[src/rtl/vmi_pkg.sv]
`timescale 1ns/1ps
package vmi_pkg;
   localparam int IMM_W    = 8;
   localparam int MODE_W   = 4;
   localparam int WORD_W   = 64;
   localparam int BYTE_W   = 8;
   localparam int SP_W     = 32;
   localparam int SP_EXP_W = 8;
   localparam int DP_W     = 64;
   localparam int DP_EXP_W = 11;

   typedef enum logic [2:0] {
      GRP_W32_B0 = 3'd0,
      GRP_W32_B1 = 3'd1,
      GRP_W32_B2 = 3'd2,
      GRP_W32_B3 = 3'd3,
      GRP_H16_B0 = 3'd4,
      GRP_H16_B1 = 3'd5,
      GRP_ONES   = 3'd6,
      GRP_MISC   = 3'd7
   } mode_grp_e;
endpackage

[src/rtl/vmi_lane_gen.sv]
`timescale 1ns/1ps
module vmi_lane_gen #(
   parameter int  LANE_W  = 32,
   parameter int  OUT_W   = 64,
   parameter bit  ONES_EN = 1'b0,
   localparam int SEL_W   = $clog2(LANE_W / 8),
   localparam int REPS    = OUT_W / LANE_W
) (
   input  logic [7:0]        imm8,
   input  logic [SEL_W-1:0]  byte_sel,
   output logic [OUT_W-1:0]  pattern
);
   if (LANE_W % 8 != 0 || LANE_W < 16) begin : g_bad_lane
      $error("vmi_lane_gen: LANE_W must be a multiple of 8 and at least 16");
   end
   if (OUT_W % LANE_W != 0) begin : g_bad_out
      $error("vmi_lane_gen: OUT_W must be a multiple of LANE_W");
   end

   logic [LANE_W-1:0] imm_ext;
   logic [LANE_W-1:0] shifted;
   logic [LANE_W-1:0] lane;

   assign imm_ext = {{(LANE_W-8){1'b0}}, imm8};

   always_comb begin
      shifted = imm_ext << (8 * int'(byte_sel));
   end

   if (ONES_EN) begin : g_ones
      logic [LANE_W-1:0] low_fill;
      always_comb begin
         low_fill = ~({LANE_W{1'b1}} << (8 * int'(byte_sel)));
      end
      assign lane = shifted | low_fill;
   end else begin : g_zero
      assign lane = shifted;
   end

   for (genvar r = 0; r < REPS; r++) begin : g_rep
      assign pattern[r*LANE_W +: LANE_W] = lane;
   end
endmodule

[src/rtl/vmi_byte_gen.sv]
`timescale 1ns/1ps
module vmi_byte_gen #(
   parameter int  OUT_W  = 64,
   localparam int NBYTES = OUT_W / 8
) (
   input  logic [7:0]       imm8,
   output logic [OUT_W-1:0] splat,
   output logic [OUT_W-1:0] mask
);
   if (OUT_W != 64) begin : g_bad_w
      $error("vmi_byte_gen: one byte per immediate bit needs OUT_W of 64");
   end

   for (genvar b = 0; b < NBYTES; b++) begin : g_byte
      assign splat[b*8 +: 8] = imm8;
      assign mask[b*8 +: 8]  = {8{imm8[b]}};
   end
endmodule

[src/rtl/vmi_fp_gen.sv]
`timescale 1ns/1ps
module vmi_fp_gen #(
   parameter int  FP_W   = 32,
   parameter int  EXP_W  = 8,
   parameter int  OUT_W  = 64,
   localparam int REPL_W = EXP_W - 3,
   localparam int TAIL_W = FP_W - EXP_W - 5,
   localparam int REPS   = OUT_W / FP_W
) (
   input  logic [7:0]       imm8,
   output logic [OUT_W-1:0] pattern
);
   if (EXP_W < 4 || TAIL_W < 1) begin : g_bad_fmt
      $error("vmi_fp_gen: format too narrow for an 8-bit immediate");
   end
   if (OUT_W % FP_W != 0) begin : g_bad_out
      $error("vmi_fp_gen: OUT_W must be a multiple of FP_W");
   end

   logic [FP_W-1:0] word;

   assign word = {imm8[7], ~imm8[6], {REPL_W{imm8[6]}}, imm8[5:0], {TAIL_W{1'b0}}};

   for (genvar r = 0; r < REPS; r++) begin : g_rep
      assign pattern[r*FP_W +: FP_W] = word;
   end
endmodule

[src/rtl/vmi_expand.sv]
`timescale 1ns/1ps
module vmi_expand #(
   parameter bit DP_EN = 1'b1
) (
   input  logic [vmi_pkg::IMM_W-1:0]  imm8,
   input  logic [vmi_pkg::MODE_W-1:0] cmode,
   input  logic                       op,
   output logic [vmi_pkg::WORD_W-1:0] value,
   output logic                       illegal
);
   import vmi_pkg::*;

   if (IMM_W != 8 || MODE_W != 4) begin : g_bad_fields
      $error("vmi_expand: field widths are fixed at 8 and 4");
   end

   mode_grp_e         grp;
   logic [WORD_W-1:0] w32_pat, h16_pat, ones_pat;
   logic [WORD_W-1:0] splat_pat, mask_pat, sp_pat, dp_pat;
   logic [WORD_W-1:0] base, misc;
   logic [1:0]        ones_sel;
   logic              bad_pair;

   assign grp      = mode_grp_e'(cmode[3:1]);
   assign ones_sel = cmode[0] ? 2'd2 : 2'd1;

   vmi_lane_gen #(.LANE_W(32), .OUT_W(WORD_W), .ONES_EN(1'b0)) u_w32 (
      .imm8(imm8), .byte_sel(cmode[2:1]), .pattern(w32_pat));

   vmi_lane_gen #(.LANE_W(16), .OUT_W(WORD_W), .ONES_EN(1'b0)) u_h16 (
      .imm8(imm8), .byte_sel(cmode[1]), .pattern(h16_pat));

   vmi_lane_gen #(.LANE_W(32), .OUT_W(WORD_W), .ONES_EN(1'b1)) u_ones (
      .imm8(imm8), .byte_sel(ones_sel), .pattern(ones_pat));

   vmi_byte_gen #(.OUT_W(WORD_W)) u_bytes (
      .imm8(imm8), .splat(splat_pat), .mask(mask_pat));

   vmi_fp_gen #(.FP_W(SP_W), .EXP_W(SP_EXP_W), .OUT_W(WORD_W)) u_sp (
      .imm8(imm8), .pattern(sp_pat));

   if (DP_EN) begin : g_dp
      vmi_fp_gen #(.FP_W(DP_W), .EXP_W(DP_EXP_W), .OUT_W(WORD_W)) u_dp (
         .imm8(imm8), .pattern(dp_pat));
      assign bad_pair = 1'b0;
   end else begin : g_no_dp
      assign dp_pat   = '0;
      assign bad_pair = (cmode == 4'b1111) && op;
   end

   always_comb begin
      unique case ({cmode[0], op})
         2'b00:   misc = splat_pat;
         2'b01:   misc = mask_pat;
         2'b10:   misc = sp_pat;
         default: misc = dp_pat;
      endcase
   end

   always_comb begin
      unique case (grp)
         GRP_W32_B0, GRP_W32_B1,
         GRP_W32_B2, GRP_W32_B3: base = w32_pat;
         GRP_H16_B0, GRP_H16_B1: base = h16_pat;
         GRP_ONES:               base = ones_pat;
         default:                base = misc;
      endcase
   end

   always_comb begin
      if (bad_pair) begin
         value = '0;
      end else if (grp != GRP_MISC && op) begin
         value = ~base;
      end else begin
         value = base;
      end
   end

   assign illegal = bad_pair;
endmodule

[config.mk]
export PLATFORM = sky130hd
export DESIGN_NAME = vmi_expand
export DESIGN_NICKNAME = d
export VERILOG_FILES = /design/src/rtl/vmi_pkg.sv /design/src/rtl/vmi_lane_gen.sv /design/src/rtl/vmi_byte_gen.sv /design/src/rtl/vmi_fp_gen.sv /design/src/rtl/vmi_expand.sv
export SDC_FILE = /design/constraint.sdc
export NUM_CORES = 1
export LEC_CHECK = 0
export ABC_AREA = 0
export ABC_CLOCK_PERIOD_IN_PS = 2850
export BUFFER_PORTS_ARGS = -buffer_cell sky130_fd_sc_hd__buf_2
export CORE_MARGIN = 5
export CORE_UTILIZATION = 35
export DETAILED_ROUTE_END_ITERATION = 16
export GPL_TIMING_DRIVEN = 0
export PLACE_DENSITY = 0.56
export SYNTH_ARGS = -nofsm -noshare
export SYNTH_HDL_FRONTEND = slang
export SYNTH_HIERARCHICAL = 1
export SYNTH_SLANG_ARGS = --single-unit
[constraint.sdc]
create_clock -name vclk -period 2.85
set_input_delay 0.1425 -clock vclk [all_inputs]
set_output_delay 0.1425 -clock vclk [all_outputs]
set_load 0.005 [all_outputs]
# After elaboration in Yosys (flattened, before gate mapping)
# Cells that the tools add are included.
# classes
eq_ne	9
n_shift	4
n_mux	4
n_bitwise	4
n_reduce_logical	5
# ops
cell	n
64-bit one-hot mux with 3 select lines	1
63-bit one-hot mux with 3 select lines	1
64-bit two-way mux	1
64-bit NOT	1
8-bit by 5-bit << shifter with 32-bit output	2
32-bit NOT	1
32-bit OR	1
32-bit by 5-bit << shifter with 32-bit output, first input constant	1
8-bit by 4-bit << shifter with 16-bit output	1
3-bit equality test, second input constant	3
3-bit by 2-bit equality test with 1-bit output, second input constant	2
4-bit OR reduction	1
3-bit by 1-bit equality test with 1-bit output, second input constant	1
3-bit zero test	1
3-bit != test, second input constant	1
2-bit by 1-bit equality test with 1-bit output, second input constant	1
2-bit equality test, second input constant	1
2-bit zero test	1
2-bit two-way mux	1
2-bit OR reduction	1
1-bit logical AND	1
1-bit NOT	1
# totals
regBits	0

# Logic depth before layout (Yosys ltp)
# logic_depth
depth_word	7
mapped_depth	10

# By module
# The synthesis kept the hierarchy.
# by_module_without_submodules
mod	n_inst	cells_per_inst	area_per_inst_um2	seq_area_each_um2
vmi_expand	1	585	4685.7	0.0
vmi_byte_gen	1	128	960.9	0.0
vmi_fp_gen	2	65	480.5	0.0
vmi_lane_gen at u_w32	1	70	558.0	0.0
vmi_lane_gen at u_ones	1	70	499.2	0.0
vmi_lane_gen at u_h16	1	65	479.2	0.0

# Worst setup path before layout
# OpenSTA, ideal clock, no wires.
# synth_path
path_type	input -> output
from	input cmode[0] in the netlist's numbering
to	output value[36] in the netlist's numbering
arrival_time_ns	1.865
slack_ns	0.843
stages	10
n_path_buf	4
cell_sequence	buf_2 buf_2 inv_1 buf_2 or3_1 buf_4 nor3b_1 o22ai_2 xnor2_1 a21oi_1
# synth_between
elab_chain_len	7
word_cells_on_any_way	12
classes_between	2 x eq/ne; 2 x shift; 4 x mux; 3 x bitwise; 1 x reduce/logical
# synth_lines
item	line	source
start, declared	vmi_expand.sv:6	input logic [vmi_pkg::MODE_W-1:0] cmode,
2-bit two-way mux *	vmi_expand.sv:25	assign ones_sel = cmode[0] ? 2'd2 : 2'd1;
named net ones_sel[0]	vmi_expand.sv:21	logic [1:0] ones_sel;
32-bit by 5-bit << shifter with 32-bit output	vmi_lane_gen.sv:33	low_fill = ~({LANE_W{1'b1}} << (8 * int'(byte_sel)));
32-bit NOT	vmi_lane_gen.sv:33	
32-bit OR *	vmi_lane_gen.sv:35	assign lane = shifted | low_fill;
named net ones_pat[4]	vmi_expand.sv:18	logic [WORD_W-1:0] w32_pat, h16_pat, ones_pat;
64-bit one-hot mux with 3 select lines *	vmi_expand.sv:61	unique case (grp)
64-bit NOT	vmi_expand.sv:74	value = ~base;
64-bit two-way mux *	vmi_expand.sv:73	end else if (grp != GRP_MISC && op) begin
end, declared	vmi_expand.sv:8	output logic [vmi_pkg::WORD_W-1:0] value,
# The timed path passes the listed nets; every way through them passes the cells marked *.

# Worst setup path after layout
# layout_path
from	input cmode[0] in the netlist's numbering
to	output value[35] in the netlist's numbering
# Same word-level chain as after synthesis.

==> results.md <==
* Worst IR drop on VDD at 0.0000748 V
* Yosys warning total at 6
* Synth Area in Compound Gates at 0.196
* Synth-to-layout area growth at 13.3%
* Postcts setup bufs at 0
* Antenna Violating Nets Remaining at 0
* Number of library cell types mapped by synthesis at 28
* Commonest non-fill, non-tap cell in the layout: buf_4
* Post-Synth Adder-Cell Area at 0
* DRT Wirelength at 25,700 um
* All-layer global routing usage at 0.189
* Sequential area share after synthesis at 0
* Synthesized netlist cell count at 1,048
* Period utilization at 0.931
* Setup crit start kind: input port
* Routing usage on met1 at 0.268
* Remaining DRCs at 0
* Layout Cells excl Fill at 1,519
* Vias per std cell at 4.66
* Per-cell routed wire length at 16.9 um
* Largest net degree at the start of global routing at 47
* Placed Cells at 1,520
* Hold_buf cts at 0
* Die span in y at 163 um
* Final instance area at 0.00922 mm^2
* Post-Place Cell Area at 0.00923 mm^2
* Worst-Margin Slew at 988 ps
* I/O Buffers at 75
* Core Util, Final at 0.405
* Final setup fails at 0
* Static leakage at 4.27 nW
* First-pass GRT wire length at 39,600 um
* Critical path class: input port to output pin
* Count of flip-flops and latches at 0
* Power consumption at 1.55 mW
* Setup TNS at 0 ps
* Max-slew headroom at 0.342
* Global route hottest layer: met2
* Global route overflow at 0
* Vias in the first global route at 6,800
* RSZ-0062 raised after global routing: false
* FF+latch area at 0 um^2
* P per Cell Area at 168 mW/mm^2
* Hold depth at 5
* Max cap viols at 0
* Req. time, crit path at 2710 ps
* I/O pin count at 78
* Hold_ws at 1030 ps
* Period minus WS final at 2650 ps
* Critical path fanouts, max at 19
* Rows at 55
* Hpwl dp at 18,900 um
* Hold_sp: op
* Outcome: complete, no violations
* Simple-Gate Fraction of Synth Area at 0.117
* Mux contribution to synthesized area at 0.178
* Hold violation count in the final report at 0
* Number of iterations in the first detailed-routing pass at 4
* Core area at 0.0228 mm^2
* Avg Inst Size Synth at 7.77 um^2
* Synth top area cells: buf_4 34%, mux4_2 18%, a21oi_1 7.9%
* Hold Path End: value[6]
* Fmax at 377 MHz
* CP Capture Type: output pin
* M2 GR Usage at 0.320
* Hold crit path type: input port to output pin
* Synth top area share at 0.342
* Yosys top cell by area: buf_4
* Worst slack at placement at -106 ps
* Combinational family with the most area after synthesis: buffers and inverters
* Clk_buf instances at 0
* Die width at 163 um
* Final Max Tran Viols at 0
* Initial antenna violation count at 0
* RePlAce Congestion at 0.884
* Mapped Area at 0.00814 mm^2
* Via count of the routed design at 7,071
* Fraction of layout cells with a size suffix above 1 at 0.489
* Nets at 1,221
* Most frequent cells in the layout: 372 x buf_4, 128 x a21oi_1, 103 x buf_2
* Met3 Use GR at 0.0142
* Worst EP arrival at 2510 ps
* Antenna diodes at 0
* Initial Utilization at 0.358
* Full die area at 0.0264 mm^2
* Post-synthesis xor/xnor area fraction at 0.0688
* Setup ws final at 198 ps
* Initial DRC Count at 453
==> synthesized netlist by cell type <==
master and instances:
and2b_1 6, nor2_1 2, o22ai_2 20, buf_2 30, or3_1 8, mux2i_1 1
nand3_1 1, o22ai_1 43, buf_8 1, inv_1 66, and3_1 16, o21a_1 8
buf_6 23, xnor2_1 64, a21oi_1 128, clkbuf_2 4, nor3b_1 69, buf_12 1
and2_1 8, conb_1 3, nor3b_2 2, buf_4 371, nor2b_1 2, and3b_1 16
a21o_1 8, mux4_2 64, clkbuf_1 20, o21ai_0 63
==> report_power, final <==
part / internal, mW / total, mW / switching [mW]
combinational: 0.830 / 1.55 / 0.716
clock: 0 / 0 / 0
sequential: 0 / 0 / 0
==> area by class of cell <==
cell class,count,area [um^2]
inverter,66,248
timing repair buffer,75,375
fill,2399,13600
tap,313,392
buffer,449,3320
multi-input combinational,616,4890
==> worst max-delay path, cell delays in order <==
cell and delay (ps):
buf_2 180, buf_4 350, inv_1 190, buf_2 240
or3_1 400, buf_4 150, nor3b_1 170, o22ai_1 180
xnor2_1 160, a21oi_1 200, buf_2 140
==> cells by family after synthesis <==
logic type      after synthesis
mux                          65
simple gates                130
other cells                   3
compound gates              270
buf+inv                     516
xor+xnor                     64
==> how the worst max path moves through the flow <==
stage	startpoint	endpoint	slack, ps	cells after the start
floorplan	cmode[0]	value[36]	840	10
detailed placement	cmode[0]	value[35]	-110	12
finish	cmode[0]	value[35]	200	11
CTS	cmode[0]	value[35]	4	12
global placement	cmode[0]	value[35]	-130	12
global route	cmode[0]	value[36]	30	11
==> metal layers <==
metal,up-vias,wire length (um)
met2,163,12100
met5,-,0
met3,26,1130
li1,3514,-
met1,3368,12000
met4,0,536
==> timing repair <==
action | in CTS | in global routing
gates resized for setup | 1 | 0
setup endpoints to repair | 6 | 9
cloned | 0 | 0
No activity file was read; power rests on OpenSTA's default activity.
